==> config.mk <==
export PLATFORM = sky130hd
export DESIGN_NAME = mt_walk_engine
export DESIGN_NICKNAME = d
export VERILOG_FILES = /design/src/rtl/mt_pkg.sv /design/src/rtl/mt_pattern_gen.sv /design/src/rtl/mt_index_ctr.sv /design/src/rtl/mt_err_capture.sv /design/src/rtl/mt_walk_engine.sv
export SDC_FILE = /design/constraint.sdc
export NUM_CORES = 1
export LEC_CHECK = 0
export BUFFER_PORTS_ARGS = -buffer_cell sky130_fd_sc_hd__buf_2
export CORE_MARGIN = 3
export CORE_UTILIZATION = 50
export DETAILED_ROUTE_END_ITERATION = 8
export PLACE_DENSITY_LB_ADDON = 0.2
export SETUP_SLACK_MARGIN = 0.15
export SYNTH_ARGS = -nofsm -noshare
export SYNTH_HDL_FRONTEND = slang
export SYNTH_SLANG_ARGS = --single-unit
==> constraint.sdc <==
create_clock -name clk -period 8.4 [get_ports clk]
set_clock_uncertainty 0.15 [all_clocks]
set_input_delay 0.42 -clock clk [delete_from_list [all_inputs] [get_ports clk]]
set_output_delay 0.42 -clock clk [all_outputs]
set_load 0.05 [all_outputs]
==> src/rtl/mt_pkg.sv <==
package mt_pkg;

  typedef enum logic [2:0] {
    ST_IDLE   = 3'd0,
    ST_WRITE  = 3'd1,
    ST_READ   = 3'd2,
    ST_CHECK  = 3'd3,
    ST_REPORT = 3'd4,
    ST_DONE   = 3'd5
  } mt_state_e;

endpackage

==> src/rtl/mt_pattern_gen.sv <==
module mt_pattern_gen #(
  parameter int DATA_W = 16,
  parameter int IDX_W  = 21,
  parameter int CYC_W  = 6
) (
  input  logic [IDX_W-1:0]  idx,
  input  logic [CYC_W-1:0]  cyc,
  output logic [DATA_W-1:0] word
);

  localparam int SH_W = $clog2(DATA_W);
  localparam int S_W  = IDX_W + 1;

  logic [S_W-1:0]    sum;
  logic [DATA_W-1:0] one_hot;

  // walk position and polarity both come from the sum of index and cycle
  always_comb begin
    sum     = {1'b0, idx} + S_W'(cyc);
    one_hot = DATA_W'(1) << sum[SH_W-1:0];
    word    = sum[SH_W] ? ~one_hot : one_hot;
  end

endmodule

==> src/rtl/mt_index_ctr.sv <==
module mt_index_ctr #(
  parameter int SEL_W     = 3,
  parameter int UNIT_LOG2 = 18,
  localparam int IDX_W    = SEL_W + UNIT_LOG2
) (
  input  logic             clk,
  input  logic             rst_n,
  input  logic             clr,
  input  logic             inc,
  input  logic [SEL_W-1:0] size_sel,
  output logic [IDX_W-1:0] idx,
  output logic             at_last
);

  logic [IDX_W-1:0] idx_q;
  logic [IDX_W-1:0] idx_d;

  // last word of a region of (size_sel+1) units
  assign at_last = (idx_q == {size_sel, {UNIT_LOG2{1'b1}}});
  assign idx     = idx_q;

  always_comb begin
    idx_d = idx_q;
    if (clr)      idx_d = '0;
    else if (inc) idx_d = idx_q + 1'b1;
  end

  always_ff @(posedge clk or negedge rst_n) begin
    if (!rst_n)           idx_q <= '0;
    else if (clr || inc)  idx_q <= idx_d;
  end

endmodule

==> src/rtl/mt_err_capture.sv <==
module mt_err_capture #(
  parameter int ADDR_W = 24,
  parameter int DATA_W = 16
) (
  input  logic              clk,
  input  logic              rst_n,
  input  logic              load,
  input  logic [ADDR_W-1:0] addr_in,
  input  logic [DATA_W-1:0] wdata_in,
  input  logic [DATA_W-1:0] rdata_in,
  input  logic              ready,
  output logic              valid,
  output logic [ADDR_W-1:0] addr,
  output logic [DATA_W-1:0] wdata,
  output logic [DATA_W-1:0] rdata
);

  logic valid_q;
  logic valid_d;

  always_comb begin
    valid_d = valid_q;
    if (load)                  valid_d = 1'b1;
    else if (valid_q && ready) valid_d = 1'b0;
  end

  always_ff @(posedge clk or negedge rst_n) begin
    if (!rst_n) valid_q <= 1'b0;
    else        valid_q <= valid_d;
  end

  always_ff @(posedge clk or negedge rst_n) begin
    if (!rst_n) begin
      addr  <= '0;
      wdata <= '0;
      rdata <= '0;
    end else if (load) begin
      addr  <= addr_in;
      wdata <= wdata_in;
      rdata <= rdata_in;
    end
  end

  assign valid = valid_q;

endmodule

==> src/rtl/mt_walk_engine.sv <==
module mt_walk_engine #(
  parameter int ADDR_W     = 24,
  parameter int DATA_W     = 16,
  parameter int SEL_W      = 3,
  parameter int UNIT_LOG2  = 18,
  parameter int NUM_CYCLES = 33,
  localparam int CYC_W     = $clog2(NUM_CYCLES)
) (
  input  logic              clk,
  input  logic              rst_n,
  input  logic              start,
  input  logic [SEL_W-1:0]  size_sel,
  output logic              mem_req,
  output logic              mem_we,
  output logic [ADDR_W-1:0] mem_addr,
  output logic [DATA_W-1:0] mem_wdata,
  input  logic              mem_ready,
  input  logic [DATA_W-1:0] mem_rdata,
  output logic              err_valid,
  input  logic              err_ready,
  output logic [ADDR_W-1:0] err_addr,
  output logic [DATA_W-1:0] err_wdata,
  output logic [DATA_W-1:0] err_rdata,
  output logic              busy,
  output logic              done,
  output logic [CYC_W-1:0]  cycle_num
);

  import mt_pkg::*;

  localparam int IDX_W = SEL_W + UNIT_LOG2;
  localparam logic [CYC_W-1:0] CYC_LAST = CYC_W'(NUM_CYCLES - 1);

  mt_state_e        state_q, state_d;
  logic [SEL_W-1:0] size_q;
  logic [CYC_W-1:0] cyc_q, cyc_d;
  logic [IDX_W-1:0] idx;
  logic             at_last;
  logic [DATA_W-1:0] pat;
  logic             mismatch;
  logic             idx_clr, idx_inc, cyc_clr, cyc_inc, size_ld, cap_ld, advance;

  mt_index_ctr #(.SEL_W(SEL_W), .UNIT_LOG2(UNIT_LOG2)) idx_i (
    .clk      (clk),
    .rst_n    (rst_n),
    .clr      (idx_clr),
    .inc      (idx_inc),
    .size_sel (size_q),
    .idx      (idx),
    .at_last  (at_last)
  );

  mt_pattern_gen #(.DATA_W(DATA_W), .IDX_W(IDX_W), .CYC_W(CYC_W)) pat_i (
    .idx  (idx),
    .cyc  (cyc_q),
    .word (pat)
  );

  assign mem_req   = (state_q == ST_WRITE) || (state_q == ST_READ);
  assign mem_we    = (state_q == ST_WRITE);
  assign mem_addr  = ADDR_W'({idx, 1'b0});
  assign mem_wdata = pat;
  assign mismatch  = (mem_rdata != pat);

  mt_err_capture #(.ADDR_W(ADDR_W), .DATA_W(DATA_W)) cap_i (
    .clk      (clk),
    .rst_n    (rst_n),
    .load     (cap_ld),
    .addr_in  (mem_addr),
    .wdata_in (pat),
    .rdata_in (mem_rdata),
    .ready    (err_ready),
    .valid    (err_valid),
    .addr     (err_addr),
    .wdata    (err_wdata),
    .rdata    (err_rdata)
  );

  // next-state logic
  always_comb begin
    state_d = state_q;
    idx_clr = 1'b0;
    idx_inc = 1'b0;
    cyc_clr = 1'b0;
    cyc_inc = 1'b0;
    size_ld = 1'b0;
    cap_ld  = 1'b0;
    advance = 1'b0;
    case (state_q)
      ST_IDLE, ST_DONE: begin
        if (start) begin
          state_d = ST_WRITE;
          idx_clr = 1'b1;
          cyc_clr = 1'b1;
          size_ld = 1'b1;
        end
      end
      ST_WRITE: begin
        if (mem_ready) begin
          if (at_last) begin
            idx_clr = 1'b1;
            state_d = ST_READ;
          end else begin
            idx_inc = 1'b1;
          end
        end
      end
      ST_READ: begin
        if (mem_ready) state_d = ST_CHECK;
      end
      ST_CHECK: begin
        if (mismatch) begin
          cap_ld  = 1'b1;
          state_d = ST_REPORT;
        end else begin
          advance = 1'b1;
        end
      end
      ST_REPORT: begin
        if (err_ready) advance = 1'b1;
      end
      default: state_d = ST_IDLE;
    endcase
    if (advance) begin
      if (at_last) begin
        idx_clr = 1'b1;
        if (cyc_q == CYC_LAST) begin
          state_d = ST_DONE;
        end else begin
          cyc_inc = 1'b1;
          state_d = ST_WRITE;
        end
      end else begin
        idx_inc = 1'b1;
        state_d = ST_READ;
      end
    end
  end

  always_comb begin
    cyc_d = cyc_q;
    if (cyc_clr)      cyc_d = '0;
    else if (cyc_inc) cyc_d = cyc_q + 1'b1;
  end

  // registers
  always_ff @(posedge clk or negedge rst_n) begin
    if (!rst_n) state_q <= ST_IDLE;
    else        state_q <= state_d;
  end

  always_ff @(posedge clk or negedge rst_n) begin
    if (!rst_n)                  cyc_q <= '0;
    else if (cyc_clr || cyc_inc) cyc_q <= cyc_d;
  end

  always_ff @(posedge clk or negedge rst_n) begin
    if (!rst_n)       size_q <= '0;
    else if (size_ld) size_q <= size_sel;
  end

  assign busy      = (state_q != ST_IDLE) && (state_q != ST_DONE);
  assign done      = (state_q == ST_DONE);
  assign cycle_num = cyc_q;

endmodule

## Word-level counts from Yosys, hierarchy flattened

Index checks and enable logic that the tools add are counted.

- Register bits after elaboration: 87
- Input port bits: 24
- Output and inout port bits: 107
- Word-level logic and storage cells: 78

- Add/sub/neg operators: 3
- Eq/ne operators: 15
- Shift operators: 1
- Mux-type cells: 36
- Bitwise logic cells: 1
- Reductions and logical operators: 14

Operator list:

| kind | count |
|---|---|
| 21-bit two-way mux | 2 |
| 3-bit two-way mux | 8 |
| 21-bit by 1-bit adder with 21-bit output (second input constant) | 1 |
| 21-bit equality test | 1 |
| 1-bit two-way mux | 20 |
| 16-bit two-way mux | 1 |
| 16-bit != test | 1 |
| 16-bit NOT | 1 |
| 1-bit by 4-bit left shift with 16-bit output (first input constant) | 1 |
| 3-bit one-hot mux with 5 select lines | 1 |
| 6-bit two-way mux | 2 |
| 3-bit != test (second input constant) | 4 |
| 6-bit by 1-bit adder with 6-bit output (second input constant) | 1 |
| 3-bit by 2-bit equality test with 1-bit output (second input constant) | 2 |
| 3-bit equality test (second input constant) | 2 |
| 6-bit equality test (second input constant) | 1 |
| 3-bit by 1-bit != test with 1-bit output (second input constant) | 2 |
| 6-bit AND reduction | 1 |
| 2-bit nonzero test | 3 |
| 5-bit adder | 1 |
| 1-bit one-hot mux with 2 select lines | 2 |
| 2-bit AND reduction | 2 |
| 3-bit by 1-bit equality test with 1-bit output (second input constant) | 1 |
| 3-bit logical NOT | 1 |
| 5 further kinds | 8 |

## Longest topological paths before layout

Gate-level depths: netlist of the first run.

- Depth in word-level cells: 10
- Depth in mapped cells: 17

## Hierarchy

Synthesis of the first run repeated with hierarchy kept, for this count alone.

- Cell total of the unflattened synthesis: 435
- Area, all modules: 4,983.5 µm²

Modules (own cells, without submodules):

| module | instances | cells an instance | area each (µm²) | sequential area each (µm²) |
|---|---|---|---|---|
| mt_err_capture | 1 | 121 | 2,232.1 | 1,426.4 |
| mt_index_ctr | 1 | 119 | 1,139.8 | 525.5 |
| mt_walk_engine | 1 | 116 | 985.9 | 300.3 |
| mt_pattern_gen | 1 | 79 | 625.6 | 0.0 |

## Least setup slack after synthesis of the first run

No wires, ideal clock.

- Path type: register to register
- Start point: reg cyc_q[0] (netlist: cycle_num[0])
- End point: reg cap_i.wdata[10]
- Arrival time: 4.571 ns
- Required time: 8.125 ns
- Slack: 3.554 ns
- Stages on the path, launching flop included: 16
- Path buffers: 2
- Clock period less this slack: 4.846 ns
- Cells stage by stage: dfrtp_1 > ha_1 > inv_1 > fa_1 > nand2b_1 > a21oi_4 > xnor2_2 > xnor2_1 > inv_1 > nand2_1 > a221o_1 > or4_1 > nand2b_1 > buf_2 > buf_2 > mux2_2

- Word-level cells in the longest chain between the ends: 7

RTL lines:

| what | RTL line | RTL |
|---|---|---|
| start: declaration | mt_walk_engine.sv:36 | `logic [CYC_W-1:0] cyc_q, cyc_d;` |
| start signal: assignment | mt_walk_engine.sv:154 | `else if (cyc_clr \|\| cyc_inc) cyc_q <= cyc_d;` |
| 5-bit adder * | mt_pattern_gen.sv:19 | `sum = {1'b0, idx} + S_W'(cyc);` |
| 1-bit by 4-bit left shift with 16-bit output | mt_pattern_gen.sv:20 | `one_hot = DATA_W'(1) << sum[SH_W-1:0];` |
| 16-bit NOT | mt_pattern_gen.sv:21 | `word = sum[SH_W] ? ~one_hot : one_hot;` |
| 16-bit two-way mux * | mt_pattern_gen.sv:21 |  |
| net mem_wdata[3] | mt_walk_engine.sv:16 | `output logic [DATA_W-1:0] mem_wdata,` |
| 16-bit != test * | mt_walk_engine.sv:63 | `assign mismatch = (mem_rdata != pat);` |
| 1-bit two-way mux * | mt_walk_engine.sv:112 | `if (mismatch) begin` |
| 1-bit two-way mux * | mt_walk_engine.sv:89 | `case (state_q)` |
| end signal: assignment | mt_err_capture.sv:39 | `wdata <= wdata_in;` |
| end: declaration | mt_err_capture.sv:14 | `output logic [DATA_W-1:0] wdata,` |

Mark *: on every way through the listed nets, which the timed path passes. The rest lies on a longest branch.
A chain may end at the register's enable or synchronous reset.

## Worst setup path in the final report of the first run

- Start point: reg cyc_q[0] (netlist: cycle_num[0])
- End point: reg cap_i.addr[14]

- Word-level cells in the longest chain between the ends: 7

RTL lines:

| what | RTL line | RTL |
|---|---|---|
| 5-bit adder * | mt_pattern_gen.sv:19 |  |
| 1-bit by 4-bit left shift with 16-bit output | mt_pattern_gen.sv:20 |  |
| 16-bit NOT | mt_pattern_gen.sv:21 |  |
| 16-bit two-way mux * | mt_pattern_gen.sv:21 |  |
| 16-bit != test * | mt_walk_engine.sv:63 |  |
| 1-bit two-way mux * | mt_walk_engine.sv:112 |  |
| 1-bit two-way mux * | mt_walk_engine.sv:89 |  |
| end signal: assignment | mt_err_capture.sv:38 | `addr <= addr_in;` |
| end: declaration | mt_err_capture.sv:13 | `output logic [ADDR_W-1:0] addr,` |

Every way passes the cells marked *; elsewhere a longest branch is shown, timed or not.

==> results of run 1 <==
## per-stage QoR
step                      util, %  cells  power [mW]
after floorplan                 -    509        1.22
after global placement       60.1    734        1.39
after detailed placement     60.1    734        1.41
after CTS                    62.2    750        1.70
after global routing         62.2    750        1.80
final                        62.2    750        1.70
## cell usage in the layout (no fill, tap or decap), types with 5 or more instances in the layout
cell	synthesis	routed
buf_4	6	5
buf_2	10	123
nor2_1	37	37
a21oi_1	14	14
dfrtp_1	87	87
a32o_1	6	6
inv_1	14	14
mux2i_1	14	14
nand3_1	15	15
mux2_2	50	50
xnor2_1	28	28
ha_1	7	7
o21ai_0	17	17
nor3_1	13	13
and3_1	9	9
or2_2	5	5
clkbuf_8	0	9
or3_1	6	6
a31oi_1	6	6
nand2_1	66	66
a41o_1	5	5
nand2b_1	9	8
nand4_1	7	7
conb_1	1	6
## final timing paths
kind / to / cells past startpoint
worst max register to register: cap_i.addr[14] / 13
min in group asynchronous: cap_i.wdata[9] / 1
max in group asynchronous: idx_i.idx[16] / 1
worst min register to register: size_q[2] / 2
worst min-delay path: size_q[0] / 3
worst max-delay path: cap_i.addr[14] / 13
## metal layers
layer | GRT usage (%) | up-vias | part of all wire [%]
li1 | - | 2003 | -
met1 | 32.2 | 2043 | 48
met2 | 32.6 | 134 | 45
met3 | 3.76 | 18 | 5.9
met4 | 7.31 | 0 | 1.5
met5 | 0 | - | 0
## worst reg2reg max path: cells and delay by family (launching register included)
family | cells | cell delay [ps]
XOR/XNOR | 2 | 1010
buffers and inverters | 2 | 540
AO/OA/AOI/OAI | 1 | 350
flip-flops | 1 | 470
AND/OR/NAND/NOR | 5 | 1840
adder cells (fa/ha/maj) | 2 | 630
multiplexers | 1 | 390
## synthesized netlist by cell type (2+ instances only)
library cell  number
or4_1              4
and4_1             2
nand3_1           15
xor2_1             3
a311oi_1           2
xnor2_1           28
mux2_2            50
dfrtp_1           87
nor3_1            13
a31oi_1            6
nand4_1            7
a21boi_0           2
nand2b_1           9
a21oi_1           14
o21ai_0           17
or3_1              6
buf_2             10
o32ai_1            2
a32o_1             6
clkbuf_1          15
ha_1               7
a221o_1            2
o31ai_1            2
nand2_1           66
o211ai_1           2
a211oi_1           3
or2_2              5
a31o_2             3
nor4_1             4
nor2b_1            3
a41o_1             5
inv_1             14
buf_4              6
xnor3_1            3
nor2_1            37
mux2i_1           14
and3_1             9
a221oi_1           2
## cell type report
class | instances | area [sq um]
Clock inverter | 6 | 67.6
Sequential cell | 87 | 2180
Clock buffer | 10 | 128
Inverter | 14 | 52.6
Tap cell | 129 | 161
Timing Repair Buffer | 128 | 653
Fill cell | 813 | 3590
Multi-Input combinational cell | 376 | 2670
## registers in the layout, summed over array words and instances (netlist names)
signal and count:
cap_i.addr 21, state_q 3, idx_i.idx 21, size_q 3
cap_i.wdata 16, cap_i.rdata 16, cap_i.valid 1, cycle_num 6
## cell families after synthesis
logic type,after synthesis,share of synthesized area [%]
simple gates,185,17.5
flops,87,43.2
mux,64,14.0
compound gates,76,10.8
fa+ha+maj,8,2.14
buf+inv,46,4.13
other cells,1,0.0745
xor+xnor,37,8.15
## report_power, final
part / internal (mW) / switching [mW] / total [mW]
clock: 0.139 / 0.155 / 0.294
combinational: 0.237 / 0.614 / 0.851
sequential: 0.496 / 0.0562 / 0.552
total: 0.873 / 0.825 / 1.70
==> metrics.txt, run 1 <==
layout cells sized above 1=33.3%; DP Wirelength=8.95 mm; Max clock buf depth=2; Detail Route Antenna Nets=0; DRC violations left=0; DRT iter0 DRCs=243; total core area=0.00950 sq mm; Slew headroom=27.5%; fin worst setup slack=2900 ps; first-pass GRT wire length=20.0 mm; hold slack=91.6 ps; outcome=finished clean; asr flop ratio synth=100%; CTS H-tree lvls=3; post-CTS sizing=0; CP peak stage delay=590 ps; CP arrival=5590 ps; Fin. Hold Viols=0; top cells by area, synth=dfrtp_1 43%, mux2_2 11%, nand2_1 4.9%, xnor2_1 4.9%, mux2i_1 2.8%; Clock Latency Late Sink=360 ps; I/O pin count=131; largest net degree at the start of global routing=88; FP Rows=35; Worst Hold Class=in2reg; Power Density=287 mW/mm^2; RePlAce Congestion=0.950; CP endpoint kind=flop; critical path's top delay family=simple AND/OR/NAND/NOR gates; clock tree root driver cell=clkbuf_8; DIE AREA=0.0113 sq mm; hold path start=size_sel[0]; Initial Utilization=53.0%; Post-Place Setup Slack=2950 ps; warnings from Yosys=0; minimum clock period=5500 ps; Layout Nets=648; ys flop type=dfrtp_1; critical path launch point type=flop; die width=106 um; CP Cell Sequence=ha_1 -> inv_1 -> fa_1 -> nand2b_1 -> a21oi_4 -> xor2_4 -> xnor3_1 -> nand3b_1 -> or4_1 -> or4_1 -> nand2b_2 -> buf_4 -> mux2_2; Avg WL per Cell=16.3 um; critical path type=reg2reg; Layout area overhead=17.4%; Post-synth EDFFs=0; via count=4198; fin area=0.00591 sq mm; CP dominant cell by count=or4_1; Routed WL=12.2 mm; cell taking the most area after synthesis=dfrtp_1; CP startpoint=cycle_num[0]; Mean Syn Cell Area=9.99 sq um; routed vias/inst=5.60; Yosys reg bits=87; initial antenna violation count=0; final setup fails=0; Hold Buf Count CTS=0; Lkg Pwr=3.00 nW; Max Freq=182 MHz; vias in the first global route=3990; reg2reg start=cycle_num[0]; Tcrit/Tclk final=65.4%; Req. time, crit path=8490 ps; GRT Util Overall=21.8%; flop-to-flop setup slack=2900 ps; CP Buf/Inv Count=2; post-synthesis sequential area ratio=43.2%; Final Slew Violations=0; global route overflow=0; cell count after synthesis=504; Synth top area share=43.2%; CTS Buf Count=9; CP Max Fanout=31; Ant. Diodes=0; VDD IR max=0.000246 V; # Post-CTS Setup Buffers=0; Slowest-stage cell, CP=xor2_4; CTS tree=yes; setup tns final=0 ps; Sinks on Clock Net=87; RSZ-0062 raised after global routing=false; Synth Cell Area=0.00503 sq mm; Worst-path clk slew=90 ps; DR pass1 iterations=5; port buffer count=124; Synth cell types=57; Max-cap violations=0; Die Y=106 um; Slew @ Worst Pin=1090 ps; Placed Area=0.00572 sq mm
(Power assumes the default switching activity.)
==> run 2: changes to the inputs <==
- clock period: 8.4 -> 5.27 ns (I/O delays scaled with it)
==> run 2 against run 1 <==
Design area up 1.8%. Register-to-register slack worse by 2500 ps. Critical path type unchanged. Combinational power up 62%. Highest routed layer unchanged. Largest power group unchanged. Largest cell class unchanged. Worst setup slack worse by 2500 ps.
==> metrics.txt, run 2 (same netlist as run 1, synthesis figures left out) <==
Slowest-stage cell, CP=or4_1; FILL cells=808 (-0.62%); Initial Utilization=53.0% (unchanged); DP Wirelength=9.21 mm (+2.9%); CP endpoint=cycle_num[5]; Clock Latency Late Sink=360 ps (about the same); CTS H-tree lvls=3 (unchanged); global route overflow=0 (unchanged); FP Rows=35 (unchanged); Final Slew Violations=0 (unchanged); total power=2.71 mW (+59%); Worst-path clk slew=90 ps (about the same); layout cells sized above 1=34.2% (+0.89 points); DIE AREA=0.0113 sq mm (unchanged); Avg WL per Cell=16.5 um (+1.5%); Sw Pwr=1.32 mW (+60%); critical path launch point type=flop; fin area=0.00602 sq mm (+1.8%); Tcrit/Tclk final=92.3% (+27 points); RePlAce Congestion=0.875 (-7.9%); Clock Power Share=16.7% (-0.6 points); Power Density=450 mW/mm^2 (+57%); CP Buf/Inv Count=3 (+1); critical path's top delay family=simple AND/OR/NAND/NOR gates; DRT iter0 DRCs=217 (-11%); Max clock buf depth=2 (unchanged); CP Cell Sequence=ha_1 -> inv_1 -> fa_1 -> nand2b_1 -> a21oi_4 -> buf_4 -> xnor2_2 -> buf_4 -> or3_1 -> a221oi_1 -> nor3_1 -> or4_1 -> o21a_2 -> or4_1 -> a21oi_1; Slew headroom=27.3% (-0.29 points); final setup fails=0 (unchanged); CP endpoint kind=flop; Req. time, crit path=5410 ps (-3080 ps); critical path type=reg2reg; commonest non-fill, non-tap cells in the layout=123 x buf_2, 87 x dfrtp_1, 66 x nand2_1; RSZ-0062 raised after global routing=false; reg2reg start=cycle_num[0]; Routed WL=12.6 mm (+3.2%); setup tns final=0 ps (unchanged); Sinks on Clock Net=87 (unchanged); CP arrival=5000 ps (-590 ps); Switching Fraction=48.8% (+0.25 points); vias in the first global route=4188 (+5.0%); clock tree root driver cell=clkbuf_8; total core area=0.00950 sq mm (unchanged); Max Freq=205 MHz (+13%); minimum clock period=4870 ps (-630 ps); DRC violations left=0 (unchanged); Worst R2R Path Depth=15 (+2); flop-to-flop setup slack=400 ps (-2500 ps); Max-cap violations=0 (unchanged); I/O pin count=131 (unchanged); CP startpoint=cycle_num[0]; Layout area overhead=19.5%; routed vias/inst=5.62 (+0.33%); CP Depth=15 (+2); VDD IR max=0.000371 V (+51%); port buffer count=124 (unchanged); register share of total power=32.5% (about the same); GRT Util Overall=22.6% (+0.78 points); Fin. Hold Viols=0 (unchanged); DR pass1 iterations=4 (-1); Reg-to-Reg End=cycle_num[5]; Final Util=63.3% (+1.1 points); CP Max Fanout=18 (-42%); outcome=finished clean; Int Pwr=1.39 mW (+59%); die width=106 um (unchanged); largest net degree at the start of global routing=88 (unchanged); initial antenna violation count=0 (unchanged); Worst Hold Class=in2reg; Comb power frac=50.8% (+0.7 points); via count=4285 (+2.1%); Die Y=106 um (unchanged); first-pass GRT wire length=20.9 mm (+4.4%); most common cell after layout, fill and taps aside=buf_2; Detail Route Antenna Nets=0 (unchanged); CP peak stage delay=600 ps (about the same); CTS tree=yes; Lkg Pwr=3.06 nW (+2.1%); Layout Nets=661 (+2.0%); Ant. Diodes=0 (unchanged); Placed Area=0.00575 sq mm (+0.66%); CTS Buf Count=9 (unchanged); Slew @ Worst Pin=1090 ps (+4.28 ps)
==> run 2: cell types whose count changed in the layout (fill, tap and decap cells not counted) <==
cell / before / now
buf_4: 5 / 13
dlygate4sd3_1: 0 / 5
o21a_2: 0 / 1
o21a_1: 1 / 0
clkbuf_1: 1 / 0
clkbuf_8: 9 / 11
inv_6: 2 / 3
clkinvlp_4: 2 / 1
bufinv_16: 1 / 0
==> run 2: worst min path at each step <==
stage,startpoint,endpoint,slack (ps),cells after the start
2_1_floorplan,rst_n,cap_i.addr[10],-180,0
3_3_place_gp,size_sel[1],size_q[1],300,3
3_5_place_dp,size_sel[2],size_q[2],310,3
4_1_cts,mem_rdata[5],cap_i.rdata[5],8,2
5_1_grt,mem_rdata[10],cap_i.rdata[10],10,2
6_report,mem_rdata[5],cap_i.rdata[5],10,2
==> run 2: area by class of cell <==
cell class	count	area, sq um	area share (%)
clock inverter	5	38.8	0.645
tap	129	161	2.68
clock buffer	11	151	2.52
timing repair buffer	141	763	12.7
multi-input combinational	376	2670	44.4
sequential	87	2180	36.2
inverter	14	52.6	0.873
==> run 2: power by group through the flow <==
stage	Combinational, mW	Clock (mW)	Sequential, mW
after floorplan	0.719	0	1.22
after global placement	1.36	0	0.883
after detailed placement	1.37	0	0.893
after CTS	1.38	0.466	0.880
after global routing	1.47	0.495	0.898
final	1.38	0.453	0.879
==> run 2: what timing repair did <==
item,in CTS,in global routing
setup endpoints to repair,0,17
buffers inserted,0,3
hold buffers,5,0
hold endpoints to repair,19,0
resized for setup,0,1
==> run 2: per-stage QoR <==
stage	hold WS [ps]	instances	worst slack (ps)
3_3_place_gp	303	739	421
6_report	14.1	763	404
5_1_grt	14.1	763	161
2_1_floorplan	-182	509	424
3_5_place_dp	309	739	235
4_1_cts	8.13	760	212
==> run 2: metal layers <==
| layer | vias to the layer above | routed length, um | track usage, % |
|---|---|---|---|
| met2 | 162 | 5970 | 36.5 |
| met5 | - | 0 | 0 |
| met4 | 0 | 99 | 5.64 |
| met3 | 9 | 860 | 3.52 |
| met1 | 2079 | 5680 | 32.0 |
| li1 | 2035 | - | - |
